===== src/rtl/cell_codec_pkg.sv =====
package cell_codec_pkg;
   typedef enum logic [1:0] {
      TAKE_NONE  = 2'd0,
      TAKE_BYTE  = 2'd1,
      TAKE_MARK  = 2'd2,
      TAKE_AGAIN = 2'd3
   } take_e;
endpackage


===== src/rtl/cell_encoder.sv =====
module cell_encoder #(
   parameter int BYTE_W    = 8,
   parameter int MARK_GAP  = 2,
   localparam int FRAME_W  = 2 * BYTE_W
) (
   input  logic [BYTE_W-1:0]  data_in,
   input  logic               prev_bit,
   input  logic               fm_mode,
   input  logic               drop_clock,
   output logic [FRAME_W-1:0] frame
);
   // left neighbour of each data bit: the next higher bit, or the history bit
   logic [BYTE_W:0] chain;
   assign chain = {prev_bit, data_in};

   for (genvar k = 0; k < BYTE_W; k++) begin : g_cell
      logic clk_cell;
      if (k == MARK_GAP) begin : g_gap
         assign clk_cell = !drop_clock && (fm_mode || (!chain[k+1] && !data_in[k]));
      end else begin : g_norm
         assign clk_cell = fm_mode || (!chain[k+1] && !data_in[k]);
      end
      assign frame[2*k+1] = clk_cell;
      assign frame[2*k]   = data_in[k];
   end
endmodule


===== src/rtl/cell_serializer.sv =====
module cell_serializer #(
   parameter int FRAME_W = 16,
   localparam int CNT_W  = $clog2(FRAME_W + 1)
) (
   input  logic               clk,
   input  logic               rst_n,
   input  logic               load,
   input  logic [FRAME_W-1:0] load_frame,
   output logic               load_ok,
   output logic               cell_out,
   output logic               cell_valid
);
   logic [FRAME_W-1:0] shreg;
   logic [CNT_W-1:0]   remain;

   always_ff @(posedge clk) begin
      if (!rst_n) begin
         shreg  <= '0;
         remain <= '0;
      end else if (load) begin
         shreg  <= load_frame;
         remain <= CNT_W'(FRAME_W);
      end else if (remain != '0) begin
         shreg  <= {shreg[FRAME_W-2:0], 1'b0};
         remain <= remain - 1'b1;
      end
   end

   assign load_ok    = (remain <= CNT_W'(1));
   assign cell_valid = (remain != '0);
   assign cell_out   = shreg[FRAME_W-1];

   AST_CNT_BOUND: assert property (@(posedge clk) disable iff (!rst_n)
      remain <= CNT_W'(FRAME_W));
   AST_LOAD_FULL: assert property (@(posedge clk) disable iff (!rst_n)
      load |=> (remain == CNT_W'(FRAME_W)) && cell_valid);
   AST_DRAIN: assert property (@(posedge clk) disable iff (!rst_n)
      (!load && remain != '0) |=> (remain == $past(remain) - 1'b1));
   AST_NO_EARLY_LOAD: assert property (@(posedge clk) disable iff (!rst_n)
      load |-> load_ok);
endmodule


===== src/rtl/cell_decoder.sv =====
module cell_decoder #(
   parameter int BYTE_W   = 8,
   localparam int FRAME_W = 2 * BYTE_W
) (
   input  logic               clk,
   input  logic               rst_n,
   input  logic [FRAME_W-1:0] raw,
   input  logic               raw_valid,
   output logic [BYTE_W-1:0]  byte_out,
   output logic               byte_valid
);
   logic [BYTE_W-1:0] picked;
   for (genvar k = 0; k < BYTE_W; k++) begin : g_pick
      assign picked[k] = raw[2*k];
   end

   always_ff @(posedge clk) begin
      if (!rst_n) begin
         byte_out   <= '0;
         byte_valid <= 1'b0;
      end else begin
         byte_valid <= raw_valid;
         if (raw_valid) byte_out <= picked;
      end
   end

   AST_DEC_PULSE: assert property (@(posedge clk) disable iff (!rst_n)
      raw_valid |=> byte_valid);
   AST_DEC_QUIET: assert property (@(posedge clk) disable iff (!rst_n)
      !raw_valid |=> !byte_valid && $stable(byte_out));
endmodule


===== src/rtl/cell_codec.sv =====
module cell_codec #(
   parameter int          BYTE_W    = 8,
   parameter logic [7:0]  MARK_BYTE = 8'hA1,
   parameter int          MARK_GAP  = 2,
   localparam int         FRAME_W   = 2 * BYTE_W
) (
   input  logic               clk,
   input  logic               rst_n,
   input  logic               fm_sel,
   input  logic [BYTE_W-1:0]  in_data,
   input  logic               in_valid,
   output logic               in_ready,
   input  logic               mark_req,
   input  logic               resend_req,
   output logic               cell_out,
   output logic               cell_valid,
   input  logic [FRAME_W-1:0] raw_in,
   input  logic               raw_valid,
   output logic [BYTE_W-1:0]  dec_byte,
   output logic               dec_valid
);
   import cell_codec_pkg::*;

   if (BYTE_W < 2)                   $error("BYTE_W must be at least 2");
   if (MARK_GAP >= BYTE_W)           $error("MARK_GAP must name a data bit");
   if (BYTE_W > 8 || BYTE_W < 8)     $error("mark byte is defined for 8-bit bytes");

   take_e              take;
   logic               load_ok;
   logic               hist;
   logic [FRAME_W-1:0] saved;
   logic [FRAME_W-1:0] enc_frame;
   logic [FRAME_W-1:0] load_frame;
   logic [BYTE_W-1:0]  enc_src;

   always_comb begin
      take = TAKE_NONE;
      if (load_ok) begin
         if (mark_req)        take = TAKE_MARK;
         else if (resend_req) take = TAKE_AGAIN;
         else if (in_valid)   take = TAKE_BYTE;
      end
   end

   assign in_ready = load_ok;
   assign enc_src  = (take == TAKE_MARK) ? MARK_BYTE[BYTE_W-1:0] : in_data;

   cell_encoder #(.BYTE_W(BYTE_W), .MARK_GAP(MARK_GAP)) u_enc (
      .data_in    (enc_src),
      .prev_bit   (hist),
      .fm_mode    (fm_sel),
      .drop_clock (take == TAKE_MARK),
      .frame      (enc_frame)
   );

   assign load_frame = (take == TAKE_AGAIN) ? saved : enc_frame;

   always_ff @(posedge clk) begin
      if (!rst_n) begin
         hist  <= 1'b0;
         saved <= '0;
      end else if (take == TAKE_BYTE || take == TAKE_MARK) begin
         hist  <= enc_src[0];
         saved <= enc_frame;
      end
   end

   cell_serializer #(.FRAME_W(FRAME_W)) u_ser (
      .clk        (clk),
      .rst_n      (rst_n),
      .load       (take != TAKE_NONE),
      .load_frame (load_frame),
      .load_ok    (load_ok),
      .cell_out   (cell_out),
      .cell_valid (cell_valid)
   );

   cell_decoder #(.BYTE_W(BYTE_W)) u_dec (
      .clk        (clk),
      .rst_n      (rst_n),
      .raw        (raw_in),
      .raw_valid  (raw_valid),
      .byte_out   (dec_byte),
      .byte_valid (dec_valid)
   );

   AST_MARK_HIST: assert property (@(posedge clk) disable iff (!rst_n)
      (take == TAKE_MARK) |=> (hist == MARK_BYTE[0]));
   AST_RESEND_HIST: assert property (@(posedge clk) disable iff (!rst_n)
      (take == TAKE_AGAIN) |=> $stable(hist) && $stable(saved));
   AST_BYTE_HIST: assert property (@(posedge clk) disable iff (!rst_n)
      (take == TAKE_BYTE) |=> (hist == $past(in_data[0])));
   AST_BUSY_HOLD: assert property (@(posedge clk) disable iff (!rst_n)
      (cell_valid && !in_ready) |=> cell_valid);
endmodule


===== config.mk =====
export PLATFORM = sky130hd
export DESIGN_NAME = cell_codec
export DESIGN_NICKNAME = d
export VERILOG_FILES = /design/src/rtl/cell_codec_pkg.sv /design/src/rtl/cell_encoder.sv /design/src/rtl/cell_serializer.sv /design/src/rtl/cell_decoder.sv /design/src/rtl/cell_codec.sv
export SDC_FILE = /design/constraint.sdc
export NUM_CORES = 1
export LEC_CHECK = 0
export ABC_AREA = 1
export BUFFER_PORTS_ARGS = -buffer_cell sky130_fd_sc_hd__buf_4
export CAP_MARGIN = 20
export CORE_MARGIN = 2
export CORE_UTILIZATION = 30
export CTS_BUF_LIST = sky130_fd_sc_hd__clkbuf_16
export CTS_CLUSTER_DIAMETER = 60
export CTS_CLUSTER_SIZE = 16
export DETAILED_ROUTE_END_ITERATION = 16
export MAX_ROUTING_LAYER = met4
export SLEW_MARGIN = 20
export SYNTH_ARGS = -nofsm -noshare
export SYNTH_HDL_FRONTEND = slang
export SYNTH_SLANG_ARGS = --single-unit

===== constraint.sdc =====
create_clock -name clk -period 2.4 [get_ports clk]
set_input_delay 0.48 -clock clk [delete_from_list [all_inputs] [get_ports clk]]
set_output_delay 0.48 -clock clk [all_outputs]
set_load 0.02 [all_outputs]

### After elaboration in Yosys (flattened, before gate mapping)

Cells that the tools add are included.

* flip-flop bits (word level): 47
* logic and storage cells: 55

* mux-type cells: 10
* reduce and logical (&&, ||, !) cells: 32
* eq/ne operators: 3
* add/sub/neg operators: 1
* $lt $le $gt $ge: 1
* bitwise gates (word level): 1

Operators by type and width (count)
* 16-bit 2-to-1 mux: 3
* 1-bit logical NOT: 10
* 5-bit 2-to-1 mux: 2
* 1-bit logical AND: 9
* 1-bit logical OR: 9
* 8-bit 2-to-1 mux: 1
* 2-bit 2-to-1 mux: 3
* 5-bit by 1-bit <= comparator with 1-bit output, second input constant: 1
* 5-bit nonzero test: 1
* 5-bit by 1-bit subtractor with 5-bit output, second input constant: 1
* 2-bit equality test, second input constant: 2
* 2-bit nonzero test: 2
* 2-bit by 1-bit equality test with 1-bit output, second input constant: 1
* 2-bit OR reduction: 1
* 1-bit 2-to-1 mux: 1
* 1-bit NOT: 1

### Longest topological paths before layout

* depth in word-level cells: 12
* gate-level depth with buffers: 16
* gate-level depth less buffers: 15

### Modules after synthesis

A second synthesis with hierarchy kept.

* cell total of the unflattened synthesis: 387
* area, all modules: 2588.7 µm²

Modules (own cells, without submodules)
* cell_serializer: area an instance 1087.3 µm², cells each 156, times used 1
* cell_codec: area an instance 955.9 µm², cells each 150, times used 1
* cell_decoder: area an instance 375.4 µm², cells each 54, times used 1
* cell_encoder: area an instance 170.2 µm², cells each 27, times used 1

### Worst setup path before layout

OpenSTA, ideal clock, no wires.

* kind: flip-flop to flip-flop
* from: register u_ser.remain[1]
* to: register u_ser.shreg[11]
* library setup time: 0.119 ns
* data required time: 2.281 ns
* clock period less this slack: 1.933 ns
* slack: 0.467 ns
* arrival: 1.814 ns
* cell stages (with the launch flop): 13
* path buffers: 1
* path through: dfxtp_1 inv_1 ha_1 o21ai_2 inv_2 o21ai_2 inv_2 ha_1 inv_1 clkbuf_1 nand3_1 a21oi_2 nor2_1

* longest elaborated chain between the ends: 9
* elaborated cells on any way between the ends: 14
* classes of those cells: 1 x order compare; 2 x eq/ne; 4 x mux; 7 x reduce/logical

Ends and longest elaborated chain
* start, declared: line cell_serializer.sv:14 `logic [CNT_W-1:0] remain;`
* start signal, assigned: line cell_serializer.sv:22 `remain <= CNT_W'(FRAME_W);`
* start signal, assigned: line cell_serializer.sv:25 `remain <= remain - 1'b1;`
* 5-bit by 1-bit <= comparator with 1-bit output (*): line cell_serializer.sv:29 `assign load_ok = (remain <= CNT_W'(1));`
* net in_ready: line cell_codec.sv:12 `output logic in_ready,`
* 2-bit 2-to-1 mux (*): line cell_codec.sv:38 `if (load_ok) begin`
* 2-bit equality test: line cell_codec.sv:46 `assign enc_src = (take == TAKE_MARK) ? MARK_BYTE[BYTE_W-1:0] : in_data;`
* 8-bit 2-to-1 mux: line cell_codec.sv:46
* 1-bit logical NOT: line cell_encoder.sv:21 `assign clk_cell = fm_mode || (!chain[k+1] && !data_in[k]);`
* 1-bit logical AND: line cell_encoder.sv:21
* 1-bit logical OR: line cell_encoder.sv:21
* 16-bit 2-to-1 mux: line cell_codec.sv:56 `assign load_frame = (take == TAKE_AGAIN) ? saved : enc_frame;`
* 16-bit 2-to-1 mux: line cell_serializer.sv:20 `end else if (load) begin`
* end signal, assigned: line cell_serializer.sv:21 `shreg <= load_frame;`
* end signal, assigned: line cell_serializer.sv:24 `shreg <= {shreg[FRAME_W-2:0], 1'b0};`
* end, declared: line cell_serializer.sv:13 `logic [FRAME_W-1:0] shreg;`

The timed path passes the listed nets; every way through them passes the cells marked *.
A chain may end at the register's enable or synchronous reset.

### Worst setup path in the final report

* from: register u_ser.remain[1]
* to: register u_ser.shreg[3]

* longest elaborated chain between the ends: 9
* elaborated cells on any way between the ends: 14
* classes of those cells: 1 x order compare; 2 x eq/ne; 4 x mux; 7 x reduce/logical

Ends and longest elaborated chain (line)
* 5-bit by 1-bit <= comparator with 1-bit output: cell_serializer.sv:29
* 2-bit 2-to-1 mux: cell_codec.sv:38
* 2-bit equality test: cell_codec.sv:46
* 8-bit 2-to-1 mux: cell_codec.sv:46
* 1-bit logical NOT: cell_encoder.sv:21
* 1-bit logical AND: cell_encoder.sv:21
* 1-bit logical OR: cell_encoder.sv:21
* 16-bit 2-to-1 mux: cell_codec.sv:56
* 16-bit 2-to-1 mux: cell_serializer.sv:20

Parallel ways exist; a longest one is shown, timed or not.

==> metrics <==
run status finished clean; CTS clk-pin slew, worst paths 0.06 ns; Root Buffer clkbuf_16; max_cap viols 0; number of standard cells in the final layout excluding fillers 470; Total Wirelength just over 5000 um; CP max FO 6; Clk Latency, worst-skew pair between 0.2 and 0.3 ns; syn nets 376; Via Count 2152; Antenna Nets Post-Route 0; Num CTS Buffers 5; cts hold-fix bufs 0; fin. max-slew vios 0; placed insts roughly 460; Hold Path Class in -> reg; Yosys cell types 30; GP Congestion 0.776; CTS sink cnt 46; hold_sp raw_in[2]; Post-synth top flop dfxtp_1; First DRT Iteration DRCs 190; Clock Path Buffers 2; CTS tree yes; reg2reg end u_ser.shreg[3]$_SDFFE_PN0P_; Final min period about 2.1 ns; clk_skew about 0.0048 ns; HPWL Detailed roughly 3700 um; Inserted Diodes 0; Setup Crit Path Kind reg -> reg; hold path depth 3; pwr/cell area 1580 nW/um2; Final Cycle Share 0.868; Residual DRC 0; I/O Pins 43; Least-Margin Pin Slew between 0.4 and 0.5 ns; I/O Buffers 34; Mapped Cells 339; fraction of layout cells with a size suffix above 1 0.185; initial core utilization 0.307; RSZ-0062 raised after global routing no; WL/cell roughly 11 um; crit end category register; CTS HTree Levels 2; Fmax a little under 500 MHz; number of synthesized flops with an enable pin 0; post-synthesis sequential area ratio 0.390; DIE WIDTH 92.8 um; CP Launch Type register; P_leak between 1 and 1.5 nW; setup bufs post-CTS 0; nets@finish 404; worst slack, placed approximately 0.31 ns; hold worst-path end u_dec.byte_out[1]$_SDFFE_PN0P_; FFs w/ async S/R, synth 0; area of the mapped netlist around 2400 um2; worst reg2reg path depth 13; Critical Path RT ~2.6 ns; core area roughly 7700 um2; Overall Global Routing Usage 0.137; Post-CTS Resized 0; Die ar. around 8600 um2; worst r2r src u_ser.remain[1]$_SDFFE_PP0P_; Final Setup Violations 0; initial antenna violation count 0; vias per inst around 4.6; Setup WS post-layout between 0.3 and 0.4 ns; worst path arrival time 2.24 ns; total grt overflow 0; vias in the first global route between 2000 and 2500; row count 32; Yosys reg bits 46; TNS Setup 0 ns; Die Y between 90 and 100 um; Pre-Repair DR Iteration Count 4; final hold violations 0; area grow syn2layout 20.4%; Slew headroom 0.705; Synth warnings 0; global-route wire length before repair slightly above 9000 um; Peak VDD IR around 0.67 mV; r2r setup slk ~0.32 ns; mean area per synthesized cell approximately 7.0 um2; largest net degree at the start of global routing 34
[how the worst max path moves through the flow]
stage / cells after the start / slack, ns / to / from
2_1_floorplan: 12 / 0.47 / u_ser.shreg[11]$_SDFFE_PN0P_ / u_ser.remain[1]$_SDFFE_PP0P_
3_3_place_gp: 13 / 0.34 / u_ser.shreg[3]$_SDFFE_PN0P_ / u_ser.remain[1]$_SDFFE_PP0P_
3_5_place_dp: 13 / 0.31 / u_ser.shreg[3]$_SDFFE_PN0P_ / u_ser.remain[1]$_SDFFE_PP0P_
4_1_cts: 13 / 0.29 / u_ser.shreg[7]$_SDFFE_PN0P_ / u_ser.remain[1]$_SDFFE_PP0P_
5_1_grt: 13 / 0.08 / u_ser.shreg[3]$_SDFFE_PN0P_ / u_ser.remain[1]$_SDFFE_PP0P_
6_report: 13 / 0.32 / u_ser.shreg[3]$_SDFFE_PN0P_ / u_ser.remain[1]$_SDFFE_PP0P_
[routing by layer]
layer,part of all wire,global-route usage
met1,0.50,0.172
met2,0.45,0.216
met3,0.046,0.0285
met4,0.011,0.0515
met5,0,-
[worst max-delay path, cell delays in order, from the launching register on]
cell and delay (ns):
dfxtp_1 0.34, inv_1 0.08, ha_1 0.19, o21ai_2 0.23
inv_2 0.07, o21ai_2 0.08, inv_2 0.05, ha_1 0.22
inv_1 0.17, nand2_1 0.14, nand2_1 0.12, nand3_1 0.09
a21oi_2 0.13, nor2_1 0.05
[report_power, final]
group	leakage, nW	switching (mW)	internal (mW)
clock network	0.0724	0.282	0.377
registers	0.381	0.137	1.05
logic	1.00	1.66	0.982
total	1.45	2.08	2.41
[final cells by class]
class                      count  area, um2
clock buffer                   5        125
clock inverter                 3       12.5
fill                         823       4840
inverter                      41        154
multi-input combinational    233       1180
sequential                    46        921
tap                          102        128
timing repair buffer          40        325
[placed cells by master, fill, tap and decap left out, types with 2 or more instances in the layout]
cell,Yosys,routed
nand2_1,67,67
nor2_1,55,55
dfxtp_1,46,46
inv_1,38,39
buf_4,2,38
o21ai_0,26,26
nand3_1,22,22
a21oi_1,17,17
o211ai_1,10,10
a21oi_2,9,9
ha_1,6,6
clkbuf_16,0,5
nand3b_1,4,4
inv_2,3,3
o21ai_1,3,3
nor2_4,2,2
o21ai_2,2,2
buf_12,0,2
[sequential cells by signal (all words and copies together) (netlist names)]
| name | flops |
|---|---|
| u_dec.byte_valid | 1 |
| u_dec.byte_out | 8 |
| saved | 16 |
| u_ser.shreg | 16 |
| u_ser.remain | 5 |
[kinds of logic after synthesis]
| group | synth area share |
|---|---|
| compound gates | 0.170 |
| xor+xnor | 0.00371 |
| fa+ha+maj | 0.0318 |
| buf+inv | 0.111 |
| flops | 0.390 |
| simple gates | 0.294 |
[cells in the mapped netlist (2+ instances only)]
| master | count | area, um2 |
|---|---|---|
| nor2_1 | 55 | 206 |
| buf_2 | 6 | 30.0 |
| clkbuf_1 | 7 | 26.3 |
| buf_6 | 3 | 33.8 |
| o21ai_0 | 26 | 130 |
| dfxtp_1 | 46 | 921 |
| buf_4 | 2 | 15.0 |
| a21oi_2 | 9 | 78.8 |
| nand3_1 | 22 | 110 |
| inv_1 | 38 | 143 |
| o21ai_1 | 3 | 15.0 |
| ha_1 | 6 | 75.1 |
| nand3b_1 | 4 | 30.0 |
| o21ai_2 | 2 | 17.5 |
| nor2_4 | 2 | 22.5 |
| o211ai_1 | 10 | 75.1 |
| inv_2 | 3 | 11.3 |
| a21oi_1 | 17 | 85.1 |
| nand2_1 | 67 | 251 |
[stage by stage]
stage                     hold slack (ns)   util  area, um2  total power, mW
final                               0.417  0.370       2850             4.49
after global placement              0.462  0.352       2710             3.84
after detailed placement            0.467  0.352       2710             3.87
after global routing                0.420  0.370       2850             4.97
after CTS                           0.413  0.370       2850             4.54
after floorplan                     0.450      -       2360             3.30
No activity file was read; power rests on OpenSTA's default activity.
